<file path="config.mk">
export PLATFORM = sky130hd
export DESIGN_NAME = pinbank_top
export DESIGN_NICKNAME = d
export VERILOG_FILES = /design/src/rtl/pinbank_pkg.sv /design/src/rtl/pinbank_sync.sv /design/src/rtl/pinbank_regs.sv /design/src/rtl/pinbank_irq.sv /design/src/rtl/pinbank_top.sv
export SDC_FILE = /design/constraint.sdc
export NUM_CORES = 1
export LEC_CHECK = 0
export BUFFER_PORTS_ARGS = -buffer_cell sky130_fd_sc_hd__buf_2
export CAP_MARGIN = 20
export CORE_MARGIN = 4
export CORE_UTILIZATION = 55
export CTS_CLUSTER_SIZE = 12
export DETAILED_ROUTE_END_ITERATION = 8
export GPL_TIMING_DRIVEN = 1
export PLACE_DENSITY = 0.86
export SETUP_SLACK_MARGIN = 0.05
export SLEW_MARGIN = 20
export SYNTH_ARGS = -nofsm -noshare
export SYNTH_HDL_FRONTEND = slang
export SYNTH_SLANG_ARGS = --single-unit
</file>
<file path="constraint.sdc">
create_clock -name clk -period 1.2 [get_ports clk]
set_input_delay 0.06 -clock clk [delete_from_list [all_inputs] [get_ports clk]]
set_output_delay 0.06 -clock clk [all_outputs]
set_load 0.005 [all_outputs]
</file>
<file path="src/rtl/pinbank_pkg.sv">
package pinbank_pkg;
    parameter int PIN_W  = 8;
    parameter int ADDR_W = 4;
    parameter int SYNC_STAGES = 2;

    typedef logic [PIN_W-1:0]  pins_t;
    typedef logic [ADDR_W-1:0] addr_t;

    localparam addr_t A_DIR   = addr_t'(4'hA);
    localparam addr_t A_STATE = addr_t'(4'hB);
    localparam addr_t A_IEN   = addr_t'(4'hC);
    localparam addr_t A_CTRL  = addr_t'(4'hF);
    localparam int    CTRL_SRST_BIT = 3;

    typedef enum logic [2:0] {
        SEL_NONE,
        SEL_DIR,
        SEL_STATE,
        SEL_IEN,
        SEL_CTRL
    } sel_e;

    typedef struct packed {
        pins_t dir;
        pins_t outv;
        pins_t ien;
    } cfg_t;

    function automatic sel_e decode(addr_t a);
        sel_e s;
        case (a)
            A_DIR:   s = SEL_DIR;
            A_STATE: s = SEL_STATE;
            A_IEN:   s = SEL_IEN;
            A_CTRL:  s = SEL_CTRL;
            default: s = SEL_NONE;
        endcase
        return s;
    endfunction
endpackage

</file>
<file path="src/rtl/pinbank_sync.sv">
module pinbank_sync
    import pinbank_pkg::*;
(
    input  logic  clk,
    input  logic  rst,
    input  pins_t d,
    output pins_t q
);
    logic [SYNC_STAGES-1:0][PIN_W-1:0] chain;

    always_ff @(posedge clk) begin
        if (rst) chain[0] <= '0;
        else     chain[0] <= d;
    end

    for (genvar s = 1; s < SYNC_STAGES; s++) begin : g_stage
        always_ff @(posedge clk) begin
            if (rst) chain[s] <= '0;
            else     chain[s] <= chain[s-1];
        end
    end

    assign q = chain[SYNC_STAGES-1];
endmodule

</file>
<file path="src/rtl/pinbank_regs.sv">
module pinbank_regs
    import pinbank_pkg::*;
(
    input  logic  clk,
    input  logic  rst,
    input  logic  blk_rst,
    input  logic  wr_en,
    input  logic  rd_en,
    input  addr_t addr,
    input  pins_t wdata,
    input  pins_t level,
    output cfg_t  cfg,
    output logic  srst_q,
    output logic  rd_state,
    output pins_t rdata
);
    sel_e  sel;
    pins_t rd_mux;

    assign sel      = decode(addr);
    assign rd_state = rd_en && (sel == SEL_STATE);

    always_ff @(posedge clk) begin
        if (blk_rst) begin
            cfg <= '0;
        end else if (wr_en) begin
            case (sel)
                SEL_DIR:   cfg.dir  <= wdata;
                SEL_STATE: cfg.outv <= wdata;
                SEL_IEN:   cfg.ien  <= wdata;
                default:   ;
            endcase
        end
    end

    // self-clearing request; the block-wide reset follows one edge later
    always_ff @(posedge clk) begin
        if (rst) srst_q <= 1'b0;
        else     srst_q <= wr_en && (sel == SEL_CTRL) && wdata[CTRL_SRST_BIT];
    end

    always_comb begin
        case (sel)
            SEL_DIR:   rd_mux = cfg.dir;
            SEL_STATE: rd_mux = level;
            SEL_IEN:   rd_mux = cfg.ien;
            default:   rd_mux = '0;
        endcase
    end

    always_ff @(posedge clk) begin
        if (blk_rst)    rdata <= '0;
        else if (rd_en) rdata <= rd_mux;
    end
endmodule

</file>
<file path="src/rtl/pinbank_irq.sv">
module pinbank_irq
    import pinbank_pkg::*;
(
    input  logic  clk,
    input  logic  blk_rst,
    input  pins_t level,
    input  pins_t ien,
    input  logic  rd_state,
    output logic  irq_n
);
    pins_t ref_q;
    pins_t pend_q;

    for (genvar i = 0; i < PIN_W; i++) begin : g_pin
        always_ff @(posedge clk) begin
            if (blk_rst) begin
                ref_q[i]  <= 1'b0;
                pend_q[i] <= 1'b0;
            end else if (rd_state) begin
                ref_q[i]  <= level[i];
                pend_q[i] <= 1'b0;
            end else if (ien[i] && (level[i] != ref_q[i])) begin
                pend_q[i] <= 1'b1;
            end
        end
    end

    assign irq_n = ~|pend_q;
endmodule

</file>
<file path="src/rtl/pinbank_top.sv">
module pinbank_top
    import pinbank_pkg::*;
(
    input  logic              clk,
    input  logic              rst,
    input  logic              wr_en,
    input  logic              rd_en,
    input  logic [ADDR_W-1:0] addr,
    input  logic [PIN_W-1:0]  wdata,
    output logic [PIN_W-1:0]  rdata,
    input  logic [PIN_W-1:0]  gpio_i,
    output logic [PIN_W-1:0]  gpio_o,
    output logic [PIN_W-1:0]  gpio_oe,
    output logic              irq_n
);
    cfg_t  cfg_q;
    pins_t level;
    pins_t ien_w;
    logic  srst_q;
    logic  blk_rst;
    logic  rd_state;

    assign blk_rst = rst | srst_q;
    assign ien_w   = cfg_q.ien;

    pinbank_sync u_sync (
        .clk (clk),
        .rst (rst),
        .d   (gpio_i),
        .q   (level)
    );

    pinbank_regs u_regs (
        .clk      (clk),
        .rst      (rst),
        .blk_rst  (blk_rst),
        .wr_en    (wr_en),
        .rd_en    (rd_en),
        .addr     (addr),
        .wdata    (wdata),
        .level    (level),
        .cfg      (cfg_q),
        .srst_q   (srst_q),
        .rd_state (rd_state),
        .rdata    (rdata)
    );

    pinbank_irq u_irq (
        .clk      (clk),
        .blk_rst  (blk_rst),
        .level    (level),
        .ien      (ien_w),
        .rd_state (rd_state),
        .irq_n    (irq_n)
    );

    assign gpio_oe = cfg_q.dir;
    assign gpio_o  = cfg_q.outv & cfg_q.dir;
endmodule

</file>
# Word-level counts from Yosys, hierarchy flattened
# Cells that the tools add are included.
# totals
word_cells	60
input_bits	24
out_inout_bits	25
regBits	65
# classes
reduce_logical	17
muxes	2
bitwise_logic	2
n_eq_ne	16
# op_table
cell	count
$pmux 8 s3	1
$eq 4x4->1 const B	4
$pmux 3 s4	1
$logic_and 1x1->1	11
$and 8x8->8	1
$ne 1x1->1	8
$reduce_or 8->1	1
$eq 3x2->1 const B	2
$reduce_and 2->1	3
$eq 3x1->1 const B	1
$eq 3x3->1 const B	1
$reduce_or 2->1	1
$logic_not 1->1	1
$or 1x1->1	1

# Logic depth before layout (Yosys ltp)
# Gate-level depths: netlist of the first run.
# depth
word_depth	5
ltp_mapped	5
mapped_depth_nobuf	3

# By module
# A second synthesis of the first run with hierarchy kept.
# unflattened
cells_unflattened	301
hier_area_um2	2845.2
# modules_own_cells
module	instances	area_each_um2	cells_per_inst	seq_area_each_um2
pinbank_regs	1	1576.5	187	660.6
pinbank_irq	1	688.2	64	320.3
pinbank_sync	1	524.3	41	320.3
pinbank_top	1	56.3	9	0.0

# Worst setup path after synthesis of the first run
# Ideal clock, no wire load.
# synth_timing
path_kind	register to register
startpoint	register u_regs.srst_q
endpoint	register u_regs.rdata[7]
stages_incl_launch_ff	5
t_arrival_ns	1.013
synth_period_minus_slack_ns	1.093
setup_slack_ns	0.107
required_ns	1.120
cell_sequence	dfxtp_1 -> nor3_4 -> buf_2 -> a22oi_1 -> a22oi_1
# synth_via
elab_chain_cells	1
# synth_lines
item	line	rtl
start: declaration	pinbank_regs.sv:13	output logic srst_q,
start signal: assignment	pinbank_regs.sv:39	else srst_q <= wr_en && (sel == SEL_CTRL) && wdata[CTRL_SRST_BIT];
$or 1x1->1	pinbank_top.sv:23	assign blk_rst = rst | srst_q;
end signal: assignment	pinbank_regs.sv:53	else if (rd_en) rdata <= rd_mux;
end: declaration	pinbank_regs.sv:15	output pins_t rdata
# Every way passes these cells.
# A chain may end at the register's enable or synchronous reset.

# Final worst setup path of the first run
# layout_timing
startpoint	register u_irq.pend_q[4]
endpoint	output irq_n
# layout_via
elab_chain_cells	2
# layout_lines
item	line	rtl
start: declaration	pinbank_irq.sv:12	pins_t pend_q;
start signal: indexed assignment	pinbank_irq.sv:18	pend_q[i] <= 1'b0;
start signal: indexed assignment	pinbank_irq.sv:21	pend_q[i] <= 1'b0;
start signal: indexed assignment	pinbank_irq.sv:23	pend_q[i] <= 1'b1;
$reduce_or 8->1	pinbank_irq.sv:28	assign irq_n = ~|pend_q;
$logic_not 1->1	pinbank_irq.sv:28	
end: declaration	pinbank_top.sv:14	output logic irq_n
# Every way passes these cells.

==> metrics.txt, run 1 <==
Synth Register Bits 65; Finish-stage setup viols 3; final wirelength 7440 um; I/O Pins 49; Fin Hold WS roughly 0.013 ns; Setup WS post-layout -0.258 ns; Post-DRT Antenna Nets 0; r2r setup slk 0 ns; crit path launch type flop; CTS Sinks 65; PwrDens 1310 nW/um2; hpwl dp ~4500 um; I/O Buffers 48; Final min period 1.46 ns; drt pass-1 iters 5; final net count 394; ant diodes 0; reg2reg path depth 4; CTS tree done; die width slightly below 80 um; Synth top area share 0.462; worst hold path class input pin to flop; GRT met3 Usage 0.0508; Mean Syn Cell Area approximately 9.0 um2; Fmax ~690 MHz; vias in the first global route 2412; initial antenna violation count 0; syn_nets 337; htree depth 3; CTS buffer count 9; Max Slew Vio Count 0; Clock Latency Late Sink around 0.34 ns; Crit path required time 1.14 ns; placed standard-cell area between 3000 and 4000 um2; Initial Utilization 0.581; Mapped Area 2820 um2; final hold viol count 0; Worst Tran Pin Value 0.488 ns; Via density 5.85; total number of vias approximately 2600; Max-Cap Viols 0; WHS Endpoint u_regs.cfg[23]$_SDFFE_PP0P_; synth top area cells dfxtp_1 (46%), a21oi_1 (7.1%), nand3_1 (5.9%); Post-CTS Setup Repair Bufs 0; Initial DRC Count between 200 and 300; setup TNS -0.263 ns; source of the worst register-to-register timing path u_regs.srst_q$_SDFF_PP0_; Final Wtd Congestion between 0.8 and 0.9; VDD IR-drop max around 1000 uV; Hold Crit Depth 3; Slew headroom 0.674; layout cell share with drive strength beyond 1 0.275; R2R Path End u_regs.rdata[6]$_SDFFE_PP0P_; row count 25; global-route wire length before repair about 12000 um; Synth area leader dfxtp_1; Setup crit end kind primary output; critical path fanouts, max 2; Max Buffers Root-to-Sink 2; post-synthesis cell type count 33; met1 usage 0.284; most used routing layer met2; Finished Cell Area roughly 3600 um2; hold_sp wdata[7]; Die Area ~6300 um2; failing checks setup timing; Fillers 340; total gr overflow 0; largest net degree at the start of global routing 33; Mapped Cells between 300 and 400; Placeable Area 4850 um2; Critical Path AT about 1.4 ns; clk slew on worst S/H paths around 0.070 ns; Setup CP Type flop to primary output; outcome finished, violations left; period utilization 1.21; P&R area growth vs syn 27.9%; RSZ-0062 raised after global routing true; DRC Markers 0; Leak Pwr 1.52 nW; Clock Skew around 0.0090 ns; met2 GRT Util 0.386; total global-route track usage 0.235; routed len/inst ~17 um; clock root buffer clkbuf_8; die height ~80 um; sequential-to-total area share from yosys stat 0.462; yosys warns 0
## area by class of cell
type,instances,area [um2],share of cell area
multi-input combinational,217,1440,0.399
tap,67,83.8,0.0233
sequential,65,1310,0.363
clock inverter,5,77.6,0.0216
inverter,1,3.75,0.00104
timing repair buffer,76,542,0.151
clock buffer,11,151,0.0421
## cell usage after synthesis
library cell	n
a21oi_1	40
or3b_1	1
nand2_1	10
nand3b_1	1
o21ai_0	32
nor3_1	1
buf_6	3
nand2b_1	1
nor2b_1	18
inv_1	1
o21ai_1	8
nor2_1	10
and2_1	9
and2b_1	1
buf_4	11
and4_1	1
nand4_4	1
xor2_1	8
and4b_1	1
dfxtp_1	65
and3b_1	17
or2_2	1
nor3b_4	1
clkbuf_1	6
buf_2	8
clkbuf_2	2
or4_1	2
nor3_4	1
o2111ai_4	1
nand3_1	33
o21ai_2	1
and2_0	1
a22oi_1	16
## worst max-delay path by stage
stage	from	end	cells after the start
6_report	u_irq.pend_q[4]$_SDFFE_PP0P_	irq_n	3
5_1_grt	u_irq.pend_q[4]$_SDFFE_PP0P_	irq_n	3
4_1_cts	u_irq.pend_q[4]$_SDFFE_PP0P_	irq_n	3
3_5_place_dp	u_regs.srst_q$_SDFF_PP0_	u_regs.rdata[0]$_SDFFE_PP0P_	3
3_3_place_gp	addr[0]	u_regs.cfg[4]$_SDFFE_PP0P_	4
2_1_floorplan	u_regs.srst_q$_SDFF_PP0_	u_regs.rdata[7]$_SDFFE_PP0P_	4
## registers in the layout, indices dropped and copies added, names as in the netlist
register and flops:
u_irq.pend_q 8, u_sync.q 8, u_irq.ref_q 8, u_regs.srst_q 1, u_sync.chain 8, u_regs.cfg 24, u_regs.rdata 8
## power by group
group / leakage, nW / switching [mW] / total, mW / internal (mW)
clock network: 0.115 / 0.839 / 2.11 / 1.28
logic: 0.875 / 0.216 / 0.381 / 0.165
registers: 0.528 / 0.0268 / 2.22 / 2.19
## what timing repair did
action / in CTS / in global routing
cloned: 0 / 1
setup endpoints to repair: 8 / 24
resized for setup: 1 / 31
hold buffers: 16 / 0
hold endpoints to repair: 22 / 0
pin swaps: 2 / 18
## cells by family after synthesis
kind of cell              share of synthesized area
and+or+nand+nor                               0.247
AOI/OAI and AO/OA                             0.197
DFF                                           0.462
buffers and inverters                        0.0684
xor gates and xnor gates                     0.0249
## layer usage
metal	vias to the layer above	routed length (um)
met4	0	246
met2	131	3680
li1	1220	-
met5	-	0
met3	23	568
met1	1212	2950
## critical path, cell delays in order (launching register included)
cell	delay, ns
dfxtp_1	0.31
or4_1	0.52
nor2_1	0.11
buf_2	0.12
## cell usage in the layout, fill, tap and decap left out, types with 2 or more instances in the layout
cell and n:
o21ai_1 8, nor2b_1 18, and3b_1 17, o21ai_0 32
nand3_1 33, nand2_4 5, a22oi_1 2, buf_4 9
buf_2 47, a22oi_2 14, dfxtp_1 64, buf_12 2
bufinv_16 2, and2_1 9, xor2_1 8, clkbuf_8 11
a21oi_1 40, nor2_1 9, dlygate4sd3_1 15, or4_1 2
nand2_1 5, clkinv_2 2
## per-stage QoR
stage	utilization	cells	power (mW)	worst slack (ns)
2_1_floorplan	-	313	2.45	0.107
3_3_place_gp	0.631	409	2.56	0.0891
3_5_place_dp	0.631	409	2.56	0.0127
4_1_cts	0.711	441	4.69	-0.270
5_1_grt	0.742	442	4.87	-0.324
6_report	0.742	442	4.71	-0.258
Power figures use the tool's default switching activity.
==> run 2, diff against run 1 <==
--- a/config.mk
+++ b/config.mk
@@ -13,6 +13,7 @@
 export DETAILED_ROUTE_END_ITERATION = 8
 export GPL_TIMING_DRIVEN = 1
 export PLACE_DENSITY = 0.86
+export REMOVE_ABC_BUFFERS = 1
 export SETUP_SLACK_MARGIN = 0.05
 export SLEW_MARGIN = 20
 export SYNTH_ARGS = -nofsm -noshare
==> constraint.sdc (replaced) <==
create_clock -name clk -period 1.2 [get_ports clk]
set_input_delay 0.06 -clock clk [delete_from_list [all_inputs] [get_ports clk]]
set_output_delay 0.06 -clock clk [all_outputs]
set_load 0.05 [all_outputs]
==> run 2 against run 1 <==
Against the previous run:
- the flow still finishes with violations (setup timing)
- core utilization down 1.2 points
- clock-buffer cell count down 1
- sequential power about the same
- design area down 1.6%
- wire length down 6.0%
- global-route usage down 0.15 points
- combinational power down 1%
- register-to-register slack better by 0.11 ns
- setup slack worse by 0.093 ns
- non-clock buffer count up 4
- final cell count up 0.90%
- first-iteration DRC count down 3.4%
- highest routed layer unchanged
==> metrics.txt, run 2 (synthesis gave the netlist of run 1 again) <==
initial antenna violation count 0 (unchanged); Finished Cell Area 3540 um2 (-1.6%); total power draw 4.70 mW (-0.35%); clk slew on worst S/H paths 0.07 ns (about the same); Post-DRT Antenna Nets 0 (unchanged); most common cell after layout, fill and taps aside dfxtp_1; Switching Fraction 0.238 (+0.00866); die width 79.5 um (unchanged); layout cell share with drive strength beyond 1 0.251 (-0.0240); Fmax 645 MHz (-6.0%); post-place setup slack -0.0520 ns (-0.0647 ns); total global-route track usage 0.233 (-0.00149); Hold Crit Depth 3 (unchanged); setup TNS -0.350 ns (-0.0872 ns); CTS buffer count 9 (unchanged); source of the worst register-to-register timing path u_regs.srst_q$_SDFF_PP0_; critical path fanouts, max 2 (unchanged); DRC Markers 0 (unchanged); routed len/inst 15.7 um (-6.9%); drt pass-1 iters 5 (unchanged); r2r setup slk 0.11 ns (+0.11 ns); Worst Tran Pin Value 0.443 ns (-0.0451 ns); period utilization 1.29 (+0.0772); Post-Route Utilization 0.731 (-0.0116); most frequent cells in the layout dfxtp_1 (60), a21oi_1 (40), buf_2 (39), nand3_1 (33), o21ai_0 (32); total number of vias 2570 (-0.62%); RSZ-0062 raised after global routing true; Clk pwr share 0.448 (about the same); Crit path required time 1.14 ns (about the same); Power Internal 3.58 mW (-1.5%); worst hold path class input pin to flop; WHS Endpoint u_regs.cfg[13]$_SDFFE_PP0P_; Finished Layout Cells 446 (+0.90%); VDD IR-drop max 1160 uV (+18%); clock root buffer clkbuf_8; hold_sp wdata[5]; hpwl dp 4480 um (-0.38%); P&R area growth vs syn 25.9%; Finish-stage setup viols 1 (-2); Initial Utilization 0.581 (unchanged); CTS Sinks 65 (unchanged); htree depth 3 (unchanged); Max Buffers Root-to-Sink 2 (unchanged); Placeable Area 4850 um2 (unchanged); placed insts 413 (+0.98%); crit path launch type flop; R2R Path End u_regs.rdata[5]$_SDFFE_PP0P_; die height 79.5 um (unchanged); final hold viol count 0 (unchanged); total gr overflow 0 (unchanged); Final min period 1.55 ns (+0.0927 ns); failing checks setup timing; Leak Pwr 1.45 nW (-4.6%); I/O Pins 49 (unchanged); Setup WS post-layout -0.350 ns (-0.0927 ns); Critical Path AT 1.49 ns (+0.09 ns); Fin Hold WS 0.00986 ns (-0.00291 ns); reg2reg path depth 4 (unchanged); ant diodes 0 (unchanged); row count 25 (unchanged); Initial DRC Count 252 (-3.4%); combinational cell fraction of total power 0.080 (about the same); CTS tree done; largest net degree at the start of global routing 33 (unchanged); Seq pwr share 0.472 (about the same); Max-Cap Viols 0 (unchanged); Final Wtd Congestion 0.819 (-4.2%); global-route wire length before repair 11400 um (-1.3%); worst setup path start u_irq.pend_q[1]$_SDFFE_PP0P_; final net count 398 (+1.0%); outcome finished, violations left; most flop-heavy register u_regs.cfg; vias in the first global route 2359 (-2.2%); Slew headroom 0.705 (+0.0302); PwrDens 1330 nW/um2 (+1.2%); P_sw 1.12 mW (+3.4%); Clock Skew 0.00754 ns (-0.00148 ns); Setup CP Type flop to primary output; max reg flops 24 (unchanged); Die Area 6330 um2 (unchanged); Via density 5.76 (-1.5%); I/O Buffers 48 (unchanged); Clock Latency Late Sink 0.35 ns (about the same); Max Slew Vio Count 0 (unchanged); placed standard-cell area 3080 um2 (+0.57%); Setup crit end kind primary output; final wirelength 6990 um (-6.0%)
run 2: changes by cell type in the layout (fill, tap and decap cells not counted), sizes merged:
cell          delta
buf              +5
clkbuf           -2
clkinvlp         +2
clkinv           -1
dlygate4sd3      +1
dlymetal6s4s     -1
run 2: final cells by class:
type / count / area (um2)
Sequential cell: 65 / 1310
Tap cell: 67 / 83.8
Inverter: 1 / 3.75
Timing Repair Buffer: 80 / 578
Multi-Input combinational cell: 217 / 1340
Clock buffer: 10 / 138
Fill cell: 327 / 1310
Clock inverter: 6 / 91.3
run 2: power groups by stage:
stage                     Sequential (mW)  Clock (mW)  Combinational [mW]
after floorplan                      2.27           0               0.133
after global placement               2.26           0               0.310
after detailed placement             2.26           0               0.318
after CTS                            2.21        2.11               0.366
after global routing                 2.22        2.22               0.405
final                                2.22        2.11               0.376
run 2: critical path, stage by stage (launching register included):
cell and delay (ns):
dfxtp_1 0.32, or4_4 0.55, nor2_4 0.13, buf_8 0.15
run 2: routing by layer:
layer	share of wire	track usage
met2	0.49	0.380
met5	0	0
met3	0.059	0.0440
met4	0.033	0.141
met1	0.42	0.284
run 2: worst max path at each step:
stage	end	slack [ns]	depth (start not counted)
after global routing	irq_n	-0.37	3
after floorplan	irq_n	-0.32	2
after CTS	irq_n	-0.35	3
after detailed placement	irq_n	-0.05	3
final	irq_n	-0.35	3
after global placement	irq_n	-0.06	3
run 2: what timing repair did:
action | in CTS | in global routing
resized for setup | 16 | 11
setup endpoints to repair | 34 | 18
pin swaps | 2 | 2
setup buffers | 1 | 0
hold buffers | 16 | 0
hold endpoints to repair | 28 | 0
==> run 3, diff against run 2 <==
--- a/config.mk
+++ b/config.mk
@@ -5,14 +5,16 @@
 export SDC_FILE = /design/constraint.sdc
 export NUM_CORES = 1
 export LEC_CHECK = 0
-export BUFFER_PORTS_ARGS = -buffer_cell sky130_fd_sc_hd__buf_2
 export CAP_MARGIN = 20
+export CELL_PAD_IN_SITES_DETAIL_PLACEMENT = 1
+export CELL_PAD_IN_SITES_GLOBAL_PLACEMENT = 2
 export CORE_MARGIN = 4
-export CORE_UTILIZATION = 55
+export CORE_UTILIZATION = 38
 export CTS_CLUSTER_SIZE = 12
 export DETAILED_ROUTE_END_ITERATION = 8
+export DONT_BUFFER_PORTS = 1
 export GPL_TIMING_DRIVEN = 1
-export PLACE_DENSITY = 0.86
+export PLACE_DENSITY = 0.85
 export REMOVE_ABC_BUFFERS = 1
 export SETUP_SLACK_MARGIN = 0.05
 export SLEW_MARGIN = 20
==> run 3 against run 2 <==
Against the previous run:
- the flow still finishes with violations (setup timing)
- combinational power down 9.8%
- register-to-register slack worse by 0.17 ns
- wire length up 15%
- flip-flop and latch count is the same
- final cell count up 1.3%
- setup slack improved by 0.0078 ns
- via count fell by 6.0%
- clock-buffer cell count increased by 3
- core utilization shrank 22 points
- sequential share of layout area decreased by 1.6 points
- critical path depth did not move
- critical path type unchanged
- largest cell class unchanged
- highest routed layer unchanged
==> metrics.txt, run 3 (synthesis gave the netlist of run 1 again) <==
DRC Markers 0 (unchanged); I/O Buffers 0 (-100%); crit path launch type flop; placed insts 414 (+0.24%); Initial Utilization 0.390 (-0.190); total number of vias 2417 (-6.0%); Crit path required time 1.14 ns (about the same); Final Wtd Congestion 0.752 (-8.2%); Setup WS post-layout -0.343 ns (+0.00780 ns); PwrDens 1270 nW/um2 (-4.5%); clock root buffer clkbuf_8; final hold viol count 0 (unchanged); Setup CP Type flop to primary output; Max-Cap Viols 0 (unchanged); Slew headroom 0.653 (-0.0519); hpwl dp 5030 um (+12%); Fmax 648 MHz (+0.51%); worst hold path class input pin to flop; period utilization 1.29 (-0.00650); Finished Layout Cells 452 (+1.3%); Final min period 1.54 ns (-0.00780 ns); failing checks setup timing; initial antenna violation count 0 (unchanged); die width 94.1 um (+18%); outcome finished, violations left; most frequent cells in the layout dfxtp_1 (63), a21oi_1 (40), nand3_1 (33), o21ai_0 (32), buf_4 (21); CTS Sinks 65 (unchanged); most common cell after layout, fill and taps aside dfxtp_1; Worst Tran Pin Value 0.521 ns (+0.0777 ns); VDD IR-drop max 558 uV (-52%); Clk pwr share 0.455 (+0.007); critical path fanouts, max 2 (unchanged); Die Area 8850 um2 (+40%); largest net degree at the start of global routing 27 (-18%); final net count 373 (-6.3%); htree depth 3 (unchanged); ant diodes 0 (unchanged); Max Slew Vio Count 0 (unchanged); vias in the first global route 2490 (+5.6%); routed len/inst 17.8 um (+13%); Post-DRT Antenna Nets 0 (unchanged); layout cell share with drive strength beyond 1 0.229 (-0.0212); Via density 5.35 (-7.2%); P&R area growth vs syn 31.5%; total global-route track usage 0.184 (-0.0495); RSZ-0062 raised after global routing true; Initial DRC Count 142 (-44%); combinational cell fraction of total power 0.072 (-0.008); row count 31 (+24%); P_sw 1.02 mW (-8.8%); most flop-heavy register u_regs.cfg; total power draw 4.69 mW (-0.18%); max reg flops 24 (unchanged); Power Internal 3.67 mW (+2.5%); Leak Pwr 1.42 nW (-1.9%); Finish-stage setup viols 7 (+6); CTS buffer count 9 (unchanged); Max Buffers Root-to-Sink 2 (unchanged); Seq pwr share 0.473 (about the same); CTS tree done; Switching Fraction 0.218 (-0.0206); r2r setup slk -0.06 ns (-0.17 ns); clk slew on worst S/H paths 0.07 ns (about the same); Critical Path AT 1.48 ns (about the same); Placeable Area 7210 um2 (+49%); die height 94.1 um (+18%); I/O Pins 49 (unchanged); drt pass-1 iters 4 (-1); Setup crit end kind primary output; post-place setup slack -0.0229 ns (+0.0291 ns); total gr overflow 0 (unchanged); global-route wire length before repair 12500 um (+10%); Clock Latency Late Sink 0.34 ns (about the same); Clock Skew 0.00464 ns (-0.00291 ns); final wirelength 8030 um (+15%)
## run 3: cell count changes in the layout (fill, tap and decap cells not counted), sizes merged
cell         change
clkbuf           +5
clkinvlp         -3
buf             -30
dlygate4sd3      +3
clkinv           -1
## run 3: final timing paths
path,from,end,cells after the start
worst max-delay path,u_irq.pend_q[6]$_SDFFE_PP0P_,irq_n,3
worst min-delay path,rd_en,u_regs.rdata[0]$_SDFFE_PP0P_,2
worst max register to register,u_regs.srst_q$_SDFF_PP0_,u_regs.rdata[7]$_SDFFE_PP0P_,5
worst min register to register,u_sync.chain[3]$_SDFF_PP0_,u_sync.q[3]$_SDFF_PP0_,1
## run 3: critical path, stage by stage (launching register included)
cell,delay [ns]
dfxtp_1,0.32
or4_4,0.54
nor2_4,0.13
buf_8,0.15
## run 3: repair_timing
item / CTS / global route
buffers inserted: 0 / 2
endpoints found under the setup margin: 3 / 25
gates cloned: 0 / 1
hold endpoints to repair: 58 / 3
resized for setup: 6 / 31
hold buffers: 19 / 1
pin swaps: 1 / 18
## run 3: stage by stage
stage | area [um2] | util | setup TNS (ns) | hold slack [ns]
after global placement | 3120 | 0.432 | -0.0460 | 0.134
final | 3700 | 0.513 | -0.532 | 0.0321
after CTS | 3560 | 0.493 | -3.20 | 0.00160
after floorplan | 2630 | - | -0.323 | 0.132
after detailed placement | 3120 | 0.432 | -0.0229 | 0.136
after global routing | 3700 | 0.513 | -0.854 | 0.0383
## run 3: layout make-up
class	count	area (um2)
well taps	99	124
multi-input cells	217	1420
flip-flops and latches	65	1310
fillers	828	3510
clock buffers	13	169
repair buffers	55	616
clock inverters	2	60.1
inverters	1	3.75
## run 3: metal layers
metal | vias up | GRT usage | wire length [um]
li1 | 1174 | - | -
met1 | 1199 | 0.222 | 3430
met2 | 35 | 0.313 | 4220
met3 | 9 | 0.0529 | 287
met4 | 0 | 0.0578 | 84
met5 | - | 0 | 0
## run 3: power groups by stage
stage	Sequential, mW	Combinational, mW	Clock [mW]
after floorplan	2.27	0.133	0
after global placement	2.26	0.221	0
after detailed placement	2.27	0.226	0
after CTS	2.22	0.305	2.17
after global routing	2.22	0.368	2.26
final	2.22	0.339	2.13
